File: src/rtl/ext_mem_pkg.sv
package ext_mem_pkg;

   typedef enum logic [1:0] {
      ST_IDLE  = 2'd0,
      ST_SETUP = 2'd1,
      ST_STRB  = 2'd2,
      ST_HOLD  = 2'd3
   } xfer_st_e;

   typedef struct packed {
      logic code;
      logic wide;
      logic we;
      logic half;
   } xfer_attr_t;

endpackage

File: src/rtl/ext_mem_decode.sv
module ext_mem_decode #(
   parameter bit OVERLAY_EN = 1'b1
) (
   input  logic [1:0] space_sel,
   input  logic       cfg_code_wide,
   input  logic       cfg_data_wide,
   output logic       is_code,
   output logic       is_wide
);

   generate
      if (OVERLAY_EN) begin : g_overlay
         // window 01 in data space maps onto the code devices
         assign is_code = space_sel[1] | space_sel[0];
      end else begin : g_plain
         assign is_code = space_sel[1];
      end
   endgenerate

   assign is_wide = is_code ? cfg_code_wide : cfg_data_wide;

endmodule

File: src/rtl/ext_mem_seq.sv
module ext_mem_seq
   import ext_mem_pkg::*;
#(
   parameter int WS_W = 3
) (
   input  logic            clk,
   input  logic            rst_n,
   input  logic            start,
   input  logic            split,
   input  logic [WS_W-1:0] ws,
   output xfer_st_e        st,
   output logic            phase,
   output logic            cap,
   output logic            done
);

   logic [WS_W-1:0] wcnt;

   always_ff @(posedge clk) begin
      if (!rst_n) begin
         st    <= ST_IDLE;
         phase <= 1'b0;
         wcnt  <= '0;
      end else begin
         unique case (st)
            ST_IDLE: begin
               if (start) begin
                  st    <= ST_SETUP;
                  phase <= 1'b0;
               end
            end
            ST_SETUP: begin
               st   <= ST_STRB;
               wcnt <= ws;
            end
            ST_STRB: begin
               if (wcnt == '0) st <= ST_HOLD;
               else            wcnt <= wcnt - 1'b1;
            end
            ST_HOLD: begin
               if (split && !phase) begin
                  phase <= 1'b1;
                  st    <= ST_SETUP;
               end else begin
                  st <= ST_IDLE;
               end
            end
            default: st <= ST_IDLE;
         endcase
      end
   end

   assign cap  = (st == ST_STRB) && (wcnt == '0);
   assign done = (st == ST_HOLD) && (!split || phase);

endmodule

File: src/rtl/ext_mem_pins.sv
module ext_mem_pins
   import ext_mem_pkg::*;
#(
   parameter int BA_W = 18,
   parameter int DW   = 16
) (
   input  xfer_st_e        st,
   input  logic            phase,
   input  xfer_attr_t      attr,
   input  logic [BA_W-1:0] ba,
   input  logic [DW-1:0]   wdata,
   output logic [BA_W-2:0] mem_wa,
   output logic            mem_a0_whn,
   output logic [DW-1:0]   mem_d_o,
   output logic            mem_d_oe,
   output logic            mem_oe_n,
   output logic            mem_wel_n,
   output logic            cs_code_n,
   output logic            cs_data_n
);

   localparam int LANE = DW / 2;

   logic active, strb, lane_a0, wr_lo, wr_hi;
   logic [LANE-1:0] narrow_byte;

   assign active  = (st != ST_IDLE);
   assign strb    = (st == ST_STRB);
   assign lane_a0 = attr.half ? phase : ba[0];

   assign cs_code_n = !(active && attr.code);
   assign cs_data_n = !(active && !attr.code);
   assign mem_wa    = ba[BA_W-1:1];

   assign mem_oe_n = !(strb && !attr.we);
   assign wr_lo    = strb && attr.we && (!attr.wide || attr.half || !ba[0]);
   assign wr_hi    = strb && attr.we && attr.wide && (attr.half || ba[0]);
   assign mem_wel_n = !wr_lo;

   always_comb begin
      if (!active)        mem_a0_whn = 1'b1;
      else if (attr.wide) mem_a0_whn = !wr_hi;
      else                mem_a0_whn = lane_a0;
   end

   assign mem_d_oe    = active && attr.we;
   assign narrow_byte = (attr.half && phase) ? wdata[DW-1:LANE] : wdata[LANE-1:0];

   generate
      for (genvar g = 0; g < 2; g++) begin : g_lane
         always_comb begin
            if (attr.wide)
               mem_d_o[g*LANE +: LANE] = attr.half ? wdata[g*LANE +: LANE] : wdata[LANE-1:0];
            else
               mem_d_o[g*LANE +: LANE] = (g == 0) ? narrow_byte : '0;
         end
      end
   endgenerate

endmodule

File: src/rtl/ext_mem_rdasm.sv
module ext_mem_rdasm #(
   parameter int DW = 16
) (
   input  logic          clk,
   input  logic          rst_n,
   input  logic          cap,
   input  logic          phase,
   input  logic          we,
   input  logic          wide,
   input  logic          half,
   input  logic          a0,
   input  logic [DW-1:0] mem_d_i,
   output logic [DW-1:0] rdata
);

   localparam int LANE = DW / 2;

   always_ff @(posedge clk) begin
      if (!rst_n) begin
         rdata <= '0;
      end else if (cap && !we) begin
         if (wide) begin
            if (half)    rdata <= mem_d_i;
            else if (a0) rdata <= {{LANE{1'b0}}, mem_d_i[DW-1:LANE]};
            else         rdata <= {{LANE{1'b0}}, mem_d_i[LANE-1:0]};
         end else if (!phase) begin
            rdata <= {{LANE{1'b0}}, mem_d_i[LANE-1:0]};
         end else begin
            rdata[DW-1:LANE] <= mem_d_i[LANE-1:0];
         end
      end
   end

endmodule

File: src/rtl/ext_mem_if.sv
module ext_mem_if
   import ext_mem_pkg::*;
#(
   parameter int BA_W       = 18,
   parameter int CODE_WS    = 3,
   parameter int DATA_WS    = 1,
   parameter int WS_MAX     = 7,
   parameter bit OVERLAY_EN = 1'b1
) (
   input  logic                 clk,
   input  logic                 rst_n,
   input  logic                 cfg_code_wide,
   input  logic                 cfg_data_wide,
   input  logic                 req,
   input  logic                 req_we,
   input  logic                 req_half,
   input  logic [BA_W+1:0]      req_addr,
   input  logic [15:0]          req_wdata,
   output logic                 rdy,
   output logic [15:0]          rdata,
   output logic [BA_W-2:0]      mem_wa,
   output logic                 mem_a0_whn,
   output logic [15:0]          mem_d_o,
   output logic                 mem_d_oe,
   input  logic [15:0]          mem_d_i,
   output logic                 mem_oe_n,
   output logic                 mem_wel_n,
   output logic                 cs_code_n,
   output logic                 cs_data_n
);

   localparam int IA_W = BA_W + 2;
   localparam int DW   = 16;
   localparam int WS_W = $clog2(WS_MAX + 1);

   generate
      if (CODE_WS < 0 || CODE_WS > WS_MAX) begin : g_bad_cws
         $error("CODE_WS out of range");
      end
      if (DATA_WS < 0 || DATA_WS > WS_MAX) begin : g_bad_dws
         $error("DATA_WS out of range");
      end
      if (BA_W < 2) begin : g_bad_baw
         $error("BA_W too small");
      end
   endgenerate

   xfer_st_e        st;
   xfer_attr_t      attr_q;
   logic [BA_W-1:0] ba_q;
   logic [DW-1:0]   wd_q;
   logic            dec_code, dec_wide, start, phase, cap, done, split;
   logic [WS_W-1:0] ws_sel;

   ext_mem_decode #(.OVERLAY_EN(OVERLAY_EN)) decode_i (
      .space_sel     (req_addr[IA_W-1:IA_W-2]),
      .cfg_code_wide (cfg_code_wide),
      .cfg_data_wide (cfg_data_wide),
      .is_code       (dec_code),
      .is_wide       (dec_wide)
   );

   assign start = req && (st == ST_IDLE);

   always_ff @(posedge clk) begin
      if (!rst_n) begin
         attr_q <= '0;
         ba_q   <= '0;
         wd_q   <= '0;
      end else if (start) begin
         attr_q <= '{code: dec_code, wide: dec_wide, we: req_we, half: req_half};
         ba_q   <= req_addr[BA_W-1:0];
         wd_q   <= req_wdata;
      end
   end

   assign split  = attr_q.half && !attr_q.wide;
   assign ws_sel = attr_q.code ? WS_W'(CODE_WS) : WS_W'(DATA_WS);

   ext_mem_seq #(.WS_W(WS_W)) seq_i (
      .clk   (clk),
      .rst_n (rst_n),
      .start (start),
      .split (split),
      .ws    (ws_sel),
      .st    (st),
      .phase (phase),
      .cap   (cap),
      .done  (done)
   );

   ext_mem_pins #(.BA_W(BA_W), .DW(DW)) pins_i (
      .st         (st),
      .phase      (phase),
      .attr       (attr_q),
      .ba         (ba_q),
      .wdata      (wd_q),
      .mem_wa     (mem_wa),
      .mem_a0_whn (mem_a0_whn),
      .mem_d_o    (mem_d_o),
      .mem_d_oe   (mem_d_oe),
      .mem_oe_n   (mem_oe_n),
      .mem_wel_n  (mem_wel_n),
      .cs_code_n  (cs_code_n),
      .cs_data_n  (cs_data_n)
   );

   ext_mem_rdasm #(.DW(DW)) rdasm_i (
      .clk     (clk),
      .rst_n   (rst_n),
      .cap     (cap),
      .phase   (phase),
      .we      (attr_q.we),
      .wide    (attr_q.wide),
      .half    (attr_q.half),
      .a0      (ba_q[0]),
      .mem_d_i (mem_d_i),
      .rdata   (rdata)
   );

   assign rdy = done;

endmodule

File: config.mk
export PLATFORM = sky130hd
export DESIGN_NAME = ext_mem_if
export DESIGN_NICKNAME = d
export VERILOG_FILES = /design/src/rtl/ext_mem_pkg.sv /design/src/rtl/ext_mem_decode.sv /design/src/rtl/ext_mem_seq.sv /design/src/rtl/ext_mem_pins.sv /design/src/rtl/ext_mem_rdasm.sv /design/src/rtl/ext_mem_if.sv
export SDC_FILE = /design/constraint.sdc
export NUM_CORES = 1
export LEC_CHECK = 0
export BUFFER_PORTS_ARGS = -buffer_cell sky130_fd_sc_hd__buf_4
export CELL_PAD_IN_SITES_DETAIL_PLACEMENT = 0
export CELL_PAD_IN_SITES_GLOBAL_PLACEMENT = 2
export CORE_ASPECT_RATIO = 1.25
export CORE_MARGIN = 3
export CORE_UTILIZATION = 26
export DETAILED_ROUTE_END_ITERATION = 8
export PLACE_DENSITY = 0.78
export SKIP_CTS_REPAIR_TIMING = 1
export SKIP_LAST_GASP = 1
export SLEW_MARGIN = 20
export SYNTH_ARGS = -nofsm -noshare
export SYNTH_HDL_FRONTEND = slang
export SYNTH_SLANG_ARGS = --single-unit
File: constraint.sdc
create_clock -name clk -period 2 [get_ports clk]
set_clock_uncertainty 0.1 [all_clocks]
set_input_delay 0.4 -clock clk [delete_from_list [all_inputs] [get_ports clk]]
set_output_delay 0.4 -clock clk [all_outputs]
set_load 0.005 [all_outputs]
==> out/qor.csv, run 1 <==
metric,value,unit
sequential share of power,33.7,%
status,finished clean,
nets@finish,505,
Combinational Power Share,38.2,%
die height,121.9,um
Slowest cell on crit path,dfxtp_2,
CTS buffer count,9,
Clock Path Buffers,2,
CTS tree,done,
Post-Syn Instances,329,
largest net degree at the start of global routing,37,
Hold Slack,0.2187,ns
DRT Wirelength,8.262,mm
xor and xnor area share after synthesis,0.3133,%
crit share post-route,98.12,%
unrepaired setup endpoints after global routing,yes,
drt first-iter violations,169,
Ports,115,
simple-gate area share of the yosys netlist,21.26,%
r2r setup slk,0.34,ns
DRT antenna net count,0,
final hold vios,0,
Critical Path RT,1.50,ns
vias in the first global route,2695,
initial antenna violation count,0,
multiplexer area fraction after synthesis,8.953,%
Peak VDD IR,420.3,uV
critical path class,register to output port,
critical path peak fanout,8,
Max Cap Violations,0,
FF-to-FF Start,seq_i.wcnt[0],
main combinational cell family by area after synthesis,simple AND/OR/NAND/NOR gates,
Sink Count,60,
"Design Area, Final",4108,sq um
CP endpoint kind,output port,
non-filler instance count after layout,573,
share of layout cells above drive strength 1,35.81,%
Post-Synthesis Net Count,394,
Skew-Pair Late Insertion Delay,0.32,ns
global-route wire length before repair,13.08,mm
Overflow after GRT,0,
sequential area share after synthesis,42.97,%
switch share,32.74,%
GPL Wtd Cong,0.7544,
critical path arrival,1.46,ns
setup ws final,0.03761,ns
Yosys reg bits,60,
post-synth cell types,36,
"Area growth, synth to finish",46.96,%
Power Density,1218,nW/um^2
reg-to-reg critical path endpoint,rdasm_i.rdata[3],
Post-Syn Area,2795,sq um
syn avg cell area,8.496,sq um
via count,2689,
overall die area,12040,sq um
router iterations before antenna repair,4,
Syn. warnings,0,
Clk pwr share,28.1,%
drt drc,0,
root buffer cell,clkbuf_16,
Cell Rows,41,
critical path depth in cells,6,
Post-Place Cells,557,
initial core utilization,27.11,%
Slew @ Worst Pin,0.3830,ns
clock slew seen by the registers of the worst setup and hold paths,0.05,ns
die width,98.74,um
sum of negative setup slack,0,ns
Lkg Pwr,0.001792,uW
IO buf count,114,
Min-Delay Path Class,input pin to register,
Setup crit end,mem_a0_whn,
Filler Cell Count,1086,
Post-DP HPWL,6.015,mm
maximum clock rate,509.6,MHz
Worst setup startpoint,seq_i.st[0],
"Largest stage delay, worst path",0.33,ns
Compound-Gate Fraction of Synth Area,17.55,%
cells along the critical path,inv_2 -> ha_4 -> nand2_1 -> a221oi_2 -> o21ai_1 -> buf_4,
Final setup violation count,0,
pre-CTS setup slack,0.1842,ns
drt wl/cell,14.42,um
Pint,3364,uW
Vias per Instance,4.693,
min cycle time layout,1.962,ns
ant diodes,0,
Critical Path Start Type,register,
Max Slew Vio Count,0,
CTS H-tree lvls,3,
Area after DPL,3780,sq um
Slew HR,74.47,%
GRT Overall Usage,13.78,%
Psw,1637,uW
"Buf+Inv Stages, Crit Path",2,
Core ar.,10310,sq um
fraction of the mapped netlist area in adder cells,2.686,%
path depth of the worst reg2reg path,6,
Top Family by Delay on Critical Path,flip-flops,
==> cell families after synthesis <==
kind of cell	count (synthesis)
simple gates	131
compound gates	75
flops	60
buf+inv	32
mux	24
fa+ha+maj	6
xor+xnor	1
==> worst reg2reg max path: stages (launching register included) <==
cell	delay, ns
dfxtp_1	0.34
inv_1	0.05
ha_1	0.20
ha_1	0.22
and3b_1	0.22
buf_12	0.16
a311oi_1	0.28
==> cell usage in the layout (no fill, tap or decap), types with 7 or more instances in the layout <==
cell type    n
mux2i_1     16
dfxtp_1     56
a21oi_1     42
nor2_1      11
buf_4      122
a311oi_1     9
nand2_1     78
nand2b_1     7
nor3_1       9
clkbuf_16    9
nor2b_1     12
a221oi_1     8
==> synthesized netlist by cell type <==
cell type  instances  area share, %
and2_1             2           0.45
a311oi_1           9            2.8
a221oi_2           1           0.54
o2111a_1           1           0.40
mux2i_1           16            5.7
nor3_2             1           0.36
nand2b_1           7            1.6
o211a_1            1           0.36
nand3b_1           3           0.81
buf_2             11            2.0
or2_2              1           0.22
nor3_1             9            1.6
nand2_2            1           0.22
nor2_1            11            1.5
xnor2_1            1           0.31
o21a_1             2           0.54
mux2_1             8            3.2
buf_6              2           0.81
inv_1              6           0.81
o21ai_1            1           0.18
ha_1               6            2.7
or3b_1             1           0.31
clkbuf_1           8            1.1
a21oi_1           42            7.5
o21ai_0            3           0.54
nand3_1            3           0.54
nand2_1           78             10
a21oi_2            4            1.3
buf_4              4            1.1
and3b_1            1           0.31
nor2b_1           13            2.9
a221oi_1           9            2.8
dfxtp_1           60             43
a211oi_1           1           0.27
buf_8              1           0.54
o31a_1             1           0.31
==> worst min path at each step <==
stage / cells after the start / endpoint / slack, ns / startpoint
after floorplan: 2 / wd_q[10] / 0.34 / wd_q[10]
after global placement: 2 / ba_q[9] / 0.34 / ba_q[9]
after detailed placement: 2 / ba_q[1] / 0.35 / ba_q[1]
after CTS: 3 / ba_q[10] / 0.21 / req_addr[10]
after global routing: 3 / wd_q[7] / 0.22 / req_wdata[7]
final: 3 / attr_q[0] / 0.22 / req_half
==> sequential cells by signal, summed over array words and instances (netlist names) <==
register       flops
wd_q              16
rdasm_i.rdata     16
attr_q             4
ba_q              18
seq_i.st           2
seq_i.wcnt         3
seq_i.phase        1
==> power groups by stage <==
stage	Combinational (uW)	Sequential, uW	Clock, uW
5_1_grt	2140	1730	1500
3_3_place_gp	1860	1690	0
3_5_place_dp	1890	1690	0
2_1_floorplan	1110	1670	0
4_1_cts	1890	1670	1450
6_report	1910	1690	1400
==> stage by stage <==
| step | util (%) | total power [uW] |
|---|---|---|
| after floorplan | - | 2784 |
| after detailed placement | 36.66 | 3582 |
| final | 39.84 | 5002 |
| after global routing | 39.84 | 5366 |
| after CTS | 39.28 | 5016 |
| after global placement | 36.66 | 3553 |
==> metal layers <==
| metal | vias to the layer above | routed length, um | global-route usage, % |
|---|---|---|---|
| li1 | 1353 | - | - |
| met1 | 1228 | 3718 | 17.18 |
| met2 | 101 | 3694 | 21.81 |
| met3 | 7 | 741 | 5.155 |
| met4 | 0 | 108 | 4.868 |
| met5 | - | 0 | 0 |
==> final cells by class <==
cell class	count	area, sq um	share of cell area [%]
Clock buffer	13	260.3	6.336
Clock inverter	2	10.01	0.2437
Inverter	6	22.52	0.5483
Multi-Input combinational cell	237	1460	35.55
Sequential cell	60	1206	29.36
Tap cell	129	161.4	3.929
Timing Repair Buffer	126	987.2	24.03
Power figures use the tool's default switching activity.
==> run 2, diff against run 1 <==
CORE_ASPECT_RATIO = not set   (was 1.25)
REMOVE_ABC_BUFFERS = 1   (was not set)
==> run 2 against run 1 <==
  * Non-clock buffer count increased by 4
  * Power decreased by 7.5%
  * Global-route usage up 0.56 points
  * Highest routed layer unchanged
  * Worst hold slack worse by 0.010 ns
  * Largest power group unchanged
==> out/qor.csv, run 2 (synthesis results as in run 1) <==
metric,value,unit,change
r2r setup slk,0.36,ns,+0.02 ns
Slew HR,74.35,%,-0.12 points
path depth of the worst reg2reg path,6,,unchanged
Cell Rows,37,,-9.8%
reg-to-reg critical path endpoint,rdasm_i.rdata[12],,
FF+latch area,1211,sq um,+0.41%
GPL Wtd Cong,0.7913,,+4.9%
Biggest register,ba_q,,
Worst setup startpoint,seq_i.st[0],,
drt drc,0,,unchanged
hold path depth,3,,unchanged
FF-to-FF Start,seq_i.wcnt[0],,
Pwr Total,4626,uW,-7.5%
DRT antenna net count,0,,unchanged
"Buf+Inv Stages, Crit Path",2,,unchanged
Post-DP HPWL,5.861,mm,-2.6%
initial antenna violation count,0,,unchanged
share of layout cells above drive strength 1,36.53,%,+0.71 points
Largest register FFs,18,,unchanged
Min-Delay Path Class,input pin to register,,
sum of negative setup slack,0,ns,unchanged
"commonest non-fill, non-tap cell in the layout",buf_4,,
maximum clock rate,507.8,MHz,-0.34%
nets@finish,509,,+0.79%
Multi-input gate area,1465,sq um,+0.34%
root buffer cell,clkbuf_8,,
cells along the critical path,inv_6 -> ha_4 -> nand2_2 -> a221oi_2 -> o21ai_1 -> buf_4,,
Final setup violation count,0,,unchanged
status,finished clean,,
Lkg Pwr,0.001764,uW,-1.6%
die height,109.7,um,-10%
Overflow after GRT,0,,unchanged
Ports,115,,unchanged
non-filler instance count after layout,585,,+2.1%
CTS H-tree lvls,3,,unchanged
Hold Slack,0.2084,ns,-0.01032 ns
initial core utilization,26.95,%,-0.15 points
WHS Endpoint,ba_q[8],,
Skew-Pair Late Insertion Delay,0.33,ns,about the same
setup ws final,0.03088,ns,-0.006729 ns
CP endpoint kind,output port,,
min cycle time layout,1.969,ns,+0.006729 ns
Slowest cell on crit path,dfxtp_4,,
global-route wire length before repair,13.37,mm,+2.3%
largest net degree at the start of global routing,58,,+57%
"Largest stage delay, worst path",0.36,ns,+0.03 ns
die width,109.7,um,+11%
drt first-iter violations,81,,-52%
Max Cap Violations,0,,unchanged
pre-CTS setup slack,0.1695,ns,-0.01476 ns
unrepaired setup endpoints after global routing,yes,,
critical path class,register to output port,,
Critical Path Start Type,register,,
vias in the first global route,2703,,+0.30%
Critical Path RT,1.50,ns,about the same
crit share post-route,98.46,%,+0.34 points
Top Family by Delay on Critical Path,flip-flops,,
CTS buffer count,9,,unchanged
Sink Count,60,,unchanged
top flop regs,"ba_q (18), rdasm_i.rdata (16), wd_q (16)",,
Vias per Instance,4.569,,-2.6%
Post-Place Cells,564,,+1.3%
critical path arrival,1.47,ns,about the same
router iterations before antenna repair,4,,unchanged
CTS tree,done,,
Clock Path Buffers,2,,unchanged
critical path peak fanout,7,,-1
overall die area,12030,sq um,about the same
most frequent cells in the layout,"buf_4 (126), nand2_1 (77), dfxtp_1 (56)",,
"Area growth, synth to finish",45.25,%,
Hold Path Origin,req_addr[8],,
Filler Cell Count,1122,,+3.3%
drt wl/cell,14.48,um,+0.39%
clock slew seen by the registers of the worst setup and hold paths,0.07,ns,+0.02 ns
Peak VDD IR,362.0,uV,-14%
Slew @ Worst Pin,0.3835,ns,+0.0005909 ns
GRT Overall Usage,14.34,%,+0.56 points
Core ar.,10370,sq um,+0.57%
via count,2673,,-0.60%
Max Slew Vio Count,0,,unchanged
DRT Wirelength,8.468,mm,+2.5%
ant diodes,0,,unchanged
Power Density,1139,nW/um^2,-6.4%
final hold vios,0,,unchanged
IO buf count,114,,unchanged
[run 2: changes by cell type in the layout (fill, tap and decap cells not counted), moves of 2 or more]
cell / delta
buf_4: +4
clkbuf_16: -9
clkbuf_8: +8
clkinv_2: +2
dfxtp_2: -2
dfxtp_4: +2
mux2_1: +2
mux2_4: -2
[run 2: worst max path at each step]
stage,endpoint,slack [ns],cells after the start
detailed placement,mem_a0_whn,0.17,6
CTS,mem_d_o[5],-0.21,4
floorplan,seq_i.st[0],-0.19,5
global route,mem_a0_whn,-0.05,6
finish,mem_a0_whn,0.03,6
global placement,mem_d_o[2],0.22,4
[run 2: through the flow]
step | area (sq um) | utilization (%)
3_3_place_gp | 3789 | 36.53
5_1_grt | 4060 | 39.15
6_report | 4060 | 39.15
4_1_cts | 3958 | 38.16
2_1_floorplan | 2643 | -
3_5_place_dp | 3789 | 36.53
[run 2: layer usage]
metal / track usage (%) / wire length, um / vias to the layer above
met4: 3.740 / 72 / 0
met3: 6.400 / 848 / 8
li1: - / - / 1360
met1: 17.34 / 3684 / 1215
met5: 0 / 0 / -
met2: 23.19 / 3863 / 90
[run 2: layout make-up]
type                    instances  area share (%)
multi-input cells             237           36.09
inverters                       6          0.6780
repair buffers                130           25.05
clock buffers                  11           3.482
flip-flops and latches         60           29.83
well taps                     136           4.191
clock inverters                 5          0.6780
[run 2: where the power goes]
part           internal, uW  switching (uW)
Sequential             1490             198
Combinational          1010             952
Clock                   475             495
[run 2: worst reg2reg max path: stages, from the launching register on]
cell,delay [ns]
dfxtp_1,0.32
inv_1,0.06
ha_1,0.14
ha_1,0.19
nand3b_1,0.30
a221oi_1,0.36
nor3_1,0.07
